<file path="config.mk">
export PLATFORM = sky130hd
export DESIGN_NAME = retire_irq_gate
export DESIGN_NICKNAME = d
export VERILOG_FILES = /design/src/rtl/irq_gate_pkg.sv /design/src/rtl/hold_count_next.sv /design/src/rtl/irq_take_arb.sv /design/src/rtl/retire_irq_gate.sv
export SDC_FILE = /design/constraint.sdc
export NUM_CORES = 1
export LEC_CHECK = 0
export ABC_AREA = 1
export ABC_CLOCK_PERIOD_IN_PS = 3000
export BUFFER_PORTS_ARGS = -buffer_cell sky130_fd_sc_hd__buf_2
export CAP_MARGIN = 20
export CORE_AREA = 5 5 42 44
export CTS_CLUSTER_SIZE = 16
export DETAILED_ROUTE_END_ITERATION = 8
export DIE_AREA = 0 0 47 49
export PLACE_DENSITY = 0.71
export SYNTH_ARGS = -nofsm -noshare
export SYNTH_HDL_FRONTEND = slang
export SYNTH_SLANG_ARGS = --single-unit
</file>
<file path="constraint.sdc">
create_clock -name clk -period 3 [get_ports clk]
set_input_delay 0.45 -clock clk [delete_from_list [all_inputs] [get_ports clk]]
set_output_delay 0.45 -clock clk [all_outputs]
set_load 0.1 [all_outputs]
</file>
<file path="src/rtl/irq_gate_pkg.sv">
package irq_gate_pkg;

    // Which interrupt, if any, the gate grants this cycle.
    typedef enum logic [1:0] {
        TAKE_NONE     = 2'd0,
        TAKE_MASKABLE = 2'd1,
        TAKE_NMI      = 2'd2
    } take_e;

endpackage

</file>
<file path="src/rtl/hold_count_next.sv">
module hold_count_next #(
    parameter int unsigned CNT_W    = 4,
    parameter int unsigned GRP_W    = 3,
    parameter int unsigned MAX_HOLD = 8,
    parameter int unsigned REM_W    = 4
) (
    input  logic [REM_W-1:0] rem_q,
    input  logic             ret_valid,
    input  logic [GRP_W-1:0] ret_size,
    input  logic             mod_valid,
    input  logic [CNT_W-1:0] mod_count,
    output logic [REM_W-1:0] rem_d
);
    localparam int unsigned WIDE = REM_W + CNT_W + GRP_W;

    logic [WIDE-1:0] rem_w;
    logic [WIDE-1:0] size_w;
    logic [WIDE-1:0] req_w;
    logic [WIDE-1:0] ceil_w;
    logic [WIDE-1:0] after_w;
    logic [WIDE-1:0] load_w;
    logic [WIDE-1:0] next_w;

    always_comb begin
        rem_w  = WIDE'(rem_q);
        size_w = ret_valid ? WIDE'(ret_size) : '0;
        req_w  = WIDE'(mod_count);
        ceil_w = WIDE'(MAX_HOLD);

        // Drain by the whole group, stopping at zero.
        after_w = (size_w >= rem_w) ? '0 : (rem_w - size_w);

        // Clamp the requested count to the ceiling.
        load_w = (req_w > ceil_w) ? ceil_w : req_w;

        // A new request can only lengthen the window.
        if (mod_valid && (load_w > after_w)) begin
            next_w = load_w;
        end else begin
            next_w = after_w;
        end

        rem_d = REM_W'(next_w);
    end
endmodule

</file>
<file path="src/rtl/irq_take_arb.sv">
module irq_take_arb
    import irq_gate_pkg::*;
(
    input  logic  irq_req,
    input  logic  nmi_req,
    input  logic  pend_q,
    input  logic  hold_open,
    output take_e take,
    output logic  pend_d
);
    logic want_irq;

    always_comb begin
        want_irq = irq_req | pend_q;
        if (nmi_req) begin
            take = TAKE_NMI;
        end else if (want_irq && !hold_open) begin
            take = TAKE_MASKABLE;
        end else begin
            take = TAKE_NONE;
        end
        pend_d = want_irq && (take != TAKE_MASKABLE);
    end
endmodule

</file>
<file path="src/rtl/retire_irq_gate.sv">
module retire_irq_gate
    import irq_gate_pkg::*;
#(
    parameter int unsigned CNT_W    = 4,
    parameter int unsigned GRP_W    = 3,
    parameter int unsigned MAX_HOLD = 8
) (
    input  logic             clk,
    input  logic             rst,
    input  logic             mod_valid,
    input  logic [CNT_W-1:0] mod_count,
    input  logic             ret_valid,
    input  logic [GRP_W-1:0] ret_size,
    input  logic             irq_req,
    input  logic             nmi_req,
    output logic             irq_take,
    output logic             nmi_take,
    output logic             hold_active
);
    localparam int unsigned REM_W = $clog2(MAX_HOLD + 1);

    typedef struct packed {
        logic [REM_W-1:0] rem;
        logic             pend;
    } gate_state_t;

    gate_state_t st_d;
    gate_state_t st_q;

    logic [REM_W-1:0] rem_next;
    logic             pend_next;
    take_e            take;

    generate
        if (MAX_HOLD == 0) begin : g_bad_ceiling
            initial $error("MAX_HOLD must be non-zero");
        end
    endgenerate

    hold_count_next #(
        .CNT_W    (CNT_W),
        .GRP_W    (GRP_W),
        .MAX_HOLD (MAX_HOLD),
        .REM_W    (REM_W)
    ) count_i (
        .rem_q     (st_q.rem),
        .ret_valid (ret_valid),
        .ret_size  (ret_size),
        .mod_valid (mod_valid),
        .mod_count (mod_count),
        .rem_d     (rem_next)
    );

    irq_take_arb arb_i (
        .irq_req   (irq_req),
        .nmi_req   (nmi_req),
        .pend_q    (st_q.pend),
        .hold_open (hold_active),
        .take      (take),
        .pend_d    (pend_next)
    );

    always_comb begin
        st_d.rem  = rem_next;
        st_d.pend = pend_next;
    end

    always_ff @(posedge clk) begin
        if (rst) begin
            st_q <= '0;
        end else begin
            st_q <= st_d;
        end
    end

    assign hold_active = (st_q.rem != '0);
    assign irq_take    = (take == TAKE_MASKABLE);
    assign nmi_take    = (take == TAKE_NMI);
endmodule

</file>
==> results of run 1 <==
[layout make-up]
| class | count | area [um2] | area share (%) |
|---|---|---|---|
| multi-input combinational | 67 | 427 | 58.4 |
| clock buffer | 4 | 26.3 | 3.60 |
| sequential | 5 | 100 | 13.7 |
| inverter | 20 | 75.1 | 10.3 |
| timing repair buffer | 16 | 82.6 | 11.3 |
| tap | 16 | 20.0 | 2.74 |
[metal layers]
| layer | global-route usage [%] | vias to the layer above | part of all wire, % |
|---|---|---|---|
| li1 | - | 325 | - |
| met1 | 17.8 | 265 | 47 |
| met2 | 18.8 | 14 | 49 |
| met3 | 3.32 | 0 | 4.3 |
| met4 | 2.76 | 0 | 0 |
| met5 | 0 | - | 0 |
[power by group]
part           total [mW]  switching, mW  internal (mW)
Combinational       0.521          0.353          0.168
Clock              0.0767         0.0265         0.0502
Sequential         0.0946        0.00968         0.0849
[logic make-up (layout without fill, tap and decap cells)]
family	Yosys count	count (layout)	synth area share, %
AND/OR/NAND/NOR	56	56	47.3
flip-flops	5	5	16.9
buffers and inverters	22	40	13.9
AO/OA/AOI/OAI	2	2	1.69
adder cells (fa/ha/maj)	9	9	20.3
[critical path, stage by stage]
cell	delay, ns
buf_2	0.10
nand2_1	0.05
ha_1	0.34
nand2_2	0.09
nor2_4	0.09
nor2_2	0.05
ha_1	0.17
inv_1	0.09
nand2_2	0.07
buf_4	0.15
nor2_1	0.14
inv_1	0.07
ha_1	0.29
nand3_1	0.07
nand2_1	0.06
nand2_1	0.04
nand2_1	0.16
nand2_4	0.07
nor2_4	0.11
nor2_1	0.05
nor2_1	0.11
[cell usage in the layout (no fill, tap or decap)]
cell,instances
and2_1,1
nor2_2,4
buf_4,1
nand2_1,17
nand4_1,5
nand3_1,2
a21oi_1,1
nor2_1,16
nor3_2,1
buf_2,15
ha_1,8
inv_1,20
o21ai_0,1
nor3_4,1
nor3_1,1
nand3_2,1
nor2_4,2
clkbuf_4,3
nand2_2,4
nand2_4,1
dfxtp_1,5
clkbuf_1,1
fa_1,1
[cell usage after synthesis]
library cell and number:
inv_1 20, nand3_1 2, fa_1 1, ha_1 8, clkbuf_1 2, nor2_1 16
nand2_1 17, nor2_4 2, nand2_2 4, nand3_2 1, nand2_4 1, nor2_2 4
dfxtp_1 5, o21ai_0 1, a21oi_1 1, nor3_1 3, and2_1 1, nand4_1 5
[path summary, 6_finish.rpt]
check | slack (ns) | startpoint | end
worst max-delay path | 0.35 | ret_valid | st_q[2]
worst min-delay path | 0.39 | rst | st_q[0]
worst max register to register | 0.40 | st_q[3] | st_q[2]
worst min register to register | 0.58 | st_q[0] | st_q[0]
[repair_timing]
action / 4_1_cts / 5_1_grt
setup endpoints to repair: 0 / 1
endpoints found under the hold margin: 0 / 0
gates resized for setup: 0 / 1
==> impl_metrics.toml, run 1 <==
[finish]
largest_register_ff_count = 5
regMostFlops = "st_q"
fill_cells = 152
reg_top3 = "st_q: 5 flops"
utilization_pct = 52.1
nets = 135
n_antenna_cell = 0
fin_cells = 128
postLayoutCellArea_um2 = 731
area_growth_pct = 23.2
drive_above_1_share_pct = 29.5

[floorplanning]
dieArea_um2 = 2300
boundaryPins = 16
core_um2 = 1400
initial_utilization_pct = 42.3
die_w_um = 47
num_rows = 14
die_y_um = 49

[synth]
ys_seq_area_share_pct = 16.9
syn-num-nets = 116
ys_warn_count = 0
synth_top_area_cell = "dfxtp_1"
yosysUniqueCellTypes = 18
ys_seq_elements = 5
synth_area_um2 = 593
synth_top_area_share_pct = 16.9
synthTopCellsByArea = "dfxtp_1 (17%), ha_1 (17%), inv_1 (13%)"
netlist_instances = 94
syn_area_per_cell_um2 = 6.31

[clock_tree]
path_clk_slew_ns = 0.05
clock_latency_ns = 0.24
cts_setup_buffers = 0
htreeDepth = 1
tritoncts = "yes"
root_buffer = "clkbuf_4"
cts_buffers = 3
ctsHoldBuffers = 0
cts.path.max_buffers = 2
clock-sinks = 5

[routing]
drt_iter0_drc = 5
wl_mm = 1.22
vias_per_cell = 4.72
wl_per_cell_um = 9.50
vias = 604
dr.pass1.iters = 4
drc = 0
final_antenna_net_count = 0

[place]
dp_hpwl_mm = 1.08
dp_worst_setup_slack_ns = 0.0131
io_buffers = 15
placed_cells = 124
placed_area_um2 = 699
gp_congestion = 0.781

[timing]
skew_ns = 0.00360
finalMaxSlewViolations = 0
rsz0062_at_grt = "no"
hold_viol = 0
setup_ws_ns = 0.350
slew_headroom_pct = 67.5
fin_crit_ns = 2.65
fin_setup_tns_ns = 0
setup-violations-final = 0
fmax_mhz = 377
hold_slack_ns = 0.389
min_period_over_period_pct = 88.3
tightest_slew_ns = 0.491

[power]
powerDensity_nw_per_um2 = 947
power_mw = 0.692
peakVddDrop_uv = 465
p_leak_nw = 0.419

[critical_path]
reg2reg_depth = 19
crit_arrival_ns = 2.82
cp-start-kind = "primary input"
required_ns = 3.17
end_kind = "register"
crit_type = "in -> reg"
cp_max_fo = 5

[global_route]
grt_pass1_vias = 581
grt_usage_pct = 12.6
antenna_found_initial = 0
grt_first_pass_wirelength_mm = 2.26
grt_max_degree = 6
overflow = 0

[worst_hold_path]
holdCritPathClass = "in -> reg"
holdPathStages = 2

[status]
outcome = "complete, no violations"

[run]
cap_violations = 0
(Power assumes the default switching activity.)
==> run 2: changes to the inputs <==
--- a/config.mk
+++ b/config.mk
@@ -13,7 +13,7 @@
 export CTS_CLUSTER_SIZE = 16
 export DETAILED_ROUTE_END_ITERATION = 8
 export DIE_AREA = 0 0 47 49
-export PLACE_DENSITY = 0.71
+export PLACE_DENSITY = 0.73
 export SYNTH_ARGS = -nofsm -noshare
 export SYNTH_HDL_FRONTEND = slang
 export SYNTH_SLANG_ARGS = --single-unit
==> impl_metrics.toml, run 2 (synthesis results as in run 1) <==
[status]
outcome = "complete, no violations"

[worst_hold_path]
hold_path_end = "st_q[0]"
holdCritPathClass = "in -> reg"
holdPathStages = 2
hp-start = "rst"

[global_route]
grt_usage_pct = 11.8
antenna_found_initial = 0
grt_pass1_vias = 532
overflow = 0
grt_max_degree = 6
grt_first_pass_wirelength_mm = 2.04

[clock_tree]
cts_buffers = 3
tritoncts = "yes"
ctsHoldBuffers = 0
cts_setup_buffers = 0
clock_latency_ns = 0.24
htreeDepth = 1
cts_resized = 0
clock-sinks = 5
root_buffer = "clkbuf_4"
path_clk_slew_ns = 0.04
cts.path.max_buffers = 2

[critical_path]
slowest_stage = "ha_1"
crit_arrival_ns = 2.83
worstPathCellList = "buf_2 -> nand2_1 -> ha_1 -> nand2_2 -> nor2_4 -> nor2_2 -> ha_1 -> inv_1 -> nand2_2 -> nor3_1 -> inv_1 -> ha_1 -> a21oi_1 -> nand2_1 -> nand2_1 -> nand2_1 -> nand2_4 -> nor2_4 -> nor2_1 -> nor2_1"
cp_max_fo = 5
cpLargestDelayFamily = "simple AND/OR/NAND/NOR gates"
r2r_setup_slack_ns = 0.35
critPathMaxStageDelay_ns = 0.35
crit_type = "in -> reg"
cp-start-kind = "primary input"
worstReg2RegEnd = "st_q[3]"
reg2reg_depth = 18
cpMostUsedCell = "nand2_1"
end_kind = "register"
r2r-start = "st_q[3]"
required_ns = 3.13
crit_buf_inv = 3

[timing]
tightest_slew_ns = 0.487
min_period_over_period_pct = 90.1
fmax_mhz = 370
fin_setup_tns_ns = 0
hold_viol = 0
fin_crit_ns = 2.70
finalMaxSlewViolations = 0
skew_ns = 0.00350
slew_headroom_pct = 67.7
setup-violations-final = 0
rsz0062_at_grt = "no"

[routing]
vias_per_cell = 4.49
wl_per_cell_um = 8.87
dr.pass1.iters = 4
drc = 0
vias = 575
wl_mm = 1.14
drt_iter0_drc = 4
final_antenna_net_count = 0

[finish]
postLayoutCellArea_um2 = 726
drive_above_1_share_pct = 28.6
regMostFlops = "st_q"
layout_commonest_cell = "inv_1"
n_antenna_cell = 0
layout_common_cells = "inv_1 (20), nand2_1 (17), nor2_1 (16)"
area_growth_pct = 22.4
nets = 135
largest_register_ff_count = 5
reg_top3 = "st_q: 5 flops"

[place]
io_buffers = 15
placed_area_um2 = 699
dp_hpwl_mm = 1.02
gp_congestion = 0.784

[floorplanning]
die_y_um = 49
num_rows = 14
dieArea_um2 = 2300
die_w_um = 47
boundaryPins = 16
core_um2 = 1400
initial_utilization_pct = 42.3

[power]
powerDensity_nw_per_um2 = 947
p_leak_nw = 0.417
peakVddDrop_uv = 469

[run]
cap_violations = 0
## run 2: cell types whose count changed in the layout (fill, tap and decap cells not counted)
| cell | previous run | this run |
|---|---|---|
| nor3_1 | 1 | 2 |
| nor3_2 | 1 | 0 |
## run 2: worst reg2reg max path, stage by stage (launching register included)
cell and delay, ns:
dfxtp_1 0.31, ha_1 0.35, nand2_2 0.10, nor2_4 0.10
nor2_2 0.05, ha_1 0.17, inv_1 0.09, nand2_2 0.06
nor3_1 0.21, inv_1 0.07, ha_1 0.32, a21oi_1 0.15
nand2_1 0.06, nand2_1 0.05, nand2_1 0.14, nand2_4 0.10
nor2_4 0.04, nor2_1 0.11, nor2_1 0.06
## run 2: routing by layer
metal | vias up | track usage [%] | wire (um)
met3 | 2 | 1.11 | 55
li1 | 325 | - | -
met1 | 235 | 15.6 | 519
met2 | 13 | 17.9 | 548
met4 | 0 | 6.91 | 11
met5 | - | 0 | 0
## run 2: how the worst max path moves through the flow
stage | from | endpoint | slack, ns | depth (start not counted)
2_1_floorplan | st_q[4] | irq_take | 0.20 | 3
3_3_place_gp | ret_valid | st_q[3] | 0.08 | 20
3_5_place_dp | ret_valid | st_q[3] | 0.05 | 20
4_1_cts | ret_valid | st_q[3] | 0.30 | 20
5_1_grt | ret_valid | st_q[3] | 0.02 | 20
6_report | ret_valid | st_q[3] | 0.30 | 20
## run 2: per-stage QoR
stage                     power, mW  std cells  hold WS (ns)  util, %  setup WS, ns
after detailed placement      0.616        124         0.612     49.9        0.0468
after global placement        0.605        124         0.555     49.9        0.0806
after floorplan               0.520         94         0.529        -         0.196
after CTS                     0.696        128         0.397     51.8         0.296
final                         0.687        128         0.400     51.8         0.297
after global routing          0.774        128         0.385     51.8        0.0163
## run 2: power breakdown
part | leakage [nW] | total (mW) | switching (mW) | internal, mW
registers | 0.0413 | 0.0941 | 0.00917 | 0.0849
clock network | 0.0150 | 0.0770 | 0.0267 | 0.0502
logic | 0.361 | 0.516 | 0.350 | 0.166
## run 2: layout make-up
| class | count | area (um2) |
|---|---|---|
| Sequential cell | 5 | 100 |
| Timing Repair Buffer | 16 | 82.6 |
| Tap cell | 16 | 20.0 |
| Inverter | 20 | 75.1 |
| Clock buffer | 4 | 26.3 |
| Fill cell | 159 | 676 |
| Multi-Input combinational cell | 67 | 422 |
==> run 3: changes to the inputs <==
--- a/config.mk
+++ b/config.mk
@@ -9,11 +9,11 @@
 export ABC_CLOCK_PERIOD_IN_PS = 3000
 export BUFFER_PORTS_ARGS = -buffer_cell sky130_fd_sc_hd__buf_2
 export CAP_MARGIN = 20
-export CORE_AREA = 5 5 42 44
+export CORE_AREA = 2 2 39 41
 export CTS_CLUSTER_SIZE = 16
 export DETAILED_ROUTE_END_ITERATION = 8
-export DIE_AREA = 0 0 47 49
-export PLACE_DENSITY = 0.73
+export DIE_AREA = 0 0 41 43
+export PLACE_DENSITY = 0.71
 export SYNTH_ARGS = -nofsm -noshare
 export SYNTH_HDL_FRONTEND = slang
 export SYNTH_SLANG_ARGS = --single-unit
==> impl_metrics.toml, run 3 (synthesis results as in run 1) <==
[routing]
drc = 0
drt_iter0_drc = 9
dr.pass1.iters = 4
wl_per_cell_um = 9.02
vias = 583
wl_mm = 1.15
vias_per_cell = 4.59
final_antenna_net_count = 0

[critical_path]
critPathMaxStageDelay_ns = 0.33
crit_type = "in -> reg"
crit_arrival_ns = 2.85
crit_buf_inv = 3
cpMostUsedCell = "nand2_1"
worstPathCellList = "buf_2 -> nand2_1 -> ha_1 -> nand2_2 -> nor2_4 -> nor2_2 -> ha_1 -> inv_1 -> nand2_2 -> nor3_1 -> inv_1 -> ha_1 -> a21oi_1 -> nand2_1 -> nand2_1 -> nand2_1 -> nand2_4 -> nor2_4 -> nor2_1 -> nor2_1"
cpLargestDelayFamily = "simple AND/OR/NAND/NOR gates"
cp-start-kind = "primary input"
end_kind = "register"
required_ns = 3.13
slowest_stage = "ha_1"
cp_max_fo = 5

[clock_tree]
tritoncts = "yes"
cts_buffers = 3
cts_setup_buffers = 0
cts_resized = 0
clock-sinks = 5
htreeDepth = 1
ctsHoldBuffers = 0
root_buffer = "clkbuf_4"
cts.path.max_buffers = 2
path_clk_slew_ns = 0.04
clock_latency_ns = 0.23

[timing]
finalMaxSlewViolations = 0
hold_slack_ns = 0.398
fin_setup_tns_ns = 0
rsz0062_at_grt = "no"
fin_crit_ns = 2.72
min_period_over_period_pct = 90.8
tightest_slew_ns = 0.486
setup-violations-final = 0
skew_ns = 0.00226
fmax_mhz = 367
slew_headroom_pct = 67.8
hold_viol = 0

[floorplanning]
die_w_um = 41
initial_utilization_pct = 42.9
num_rows = 14
die_y_um = 43
boundaryPins = 16
dieArea_um2 = 1760
core_um2 = 1380

[finish]
reg_top3 = "st_q: 5 flops"
regMostFlops = "st_q"
area_growth_pct = 21.1
layout_commonest_cell = "inv_1"
largest_register_ff_count = 5
nets = 134
drive_above_1_share_pct = 27.9
fill_cells = 154
n_antenna_cell = 0
layout_common_cells = "inv_1 (20), nand2_1 (17), nor2_1 (16)"

[power]
peakVddDrop_uv = 438
p_leak_nw = 0.412
powerDensity_nw_per_um2 = 936

[place]
io_buffers = 15
dp_hpwl_mm = 1.05
gp_congestion = 0.758

[global_route]
grt_max_degree = 6
antenna_found_initial = 0
grt_usage_pct = 16.8
grt_first_pass_wirelength_mm = 2.03
overflow = 0
grt_pass1_vias = 560

[run]
cap_violations = 0

[worst_hold_path]
holdCritPathClass = "in -> reg"

[status]
outcome = "complete, no violations"
[run 3: per-stage QoR]
step	cell area (um2)	utilization, %	power [mW]	setup WS (ns)	std cells
after floorplan	604	-	0.520	0.196	94
after global placement	692	50.0	0.593	0.0559	123
after detailed placement	692	50.0	0.603	0.0140	123
after CTS	718	51.9	0.680	0.250	127
after global routing	718	51.9	0.740	0.0648	127
final	718	51.9	0.672	0.276	127
[run 3: final cells by class]
class / instances / area [um2] / area share [%]
multi-input combinational: 67 / 422 / 58.7
tap: 16 / 20.0 / 2.79
inverter: 20 / 75.1 / 10.5
sequential: 5 / 100 / 13.9
timing repair buffer: 15 / 75.1 / 10.5
clock buffer: 4 / 26.3 / 3.66
[run 3: path summary, 6_finish.rpt]
path              cells past startpoint  endpoint       from  slack [ns]
setup / recovery                     20   st_q[2]  ret_valid        0.28
hold / removal                        2   st_q[0]        rst        0.40
setup reg to reg                     18   st_q[2]    st_q[3]        0.31
hold reg to reg                       2   st_q[0]    st_q[0]        0.61
[run 3: power by group]
part / total (mW) / switching [mW] / internal, mW
logic: 0.502 / 0.347 / 0.155
clock network: 0.0749 / 0.0248 / 0.0501
registers: 0.0949 / 0.00993 / 0.0849
[run 3: per-layer routing]
metal  vias up  track usage [%]  wire, um
li1        321                -         -
met4         0             6.00         7
met5         -                0         0
met1       249             21.4       519
met2        11             25.9       584
met3         2             4.71        34
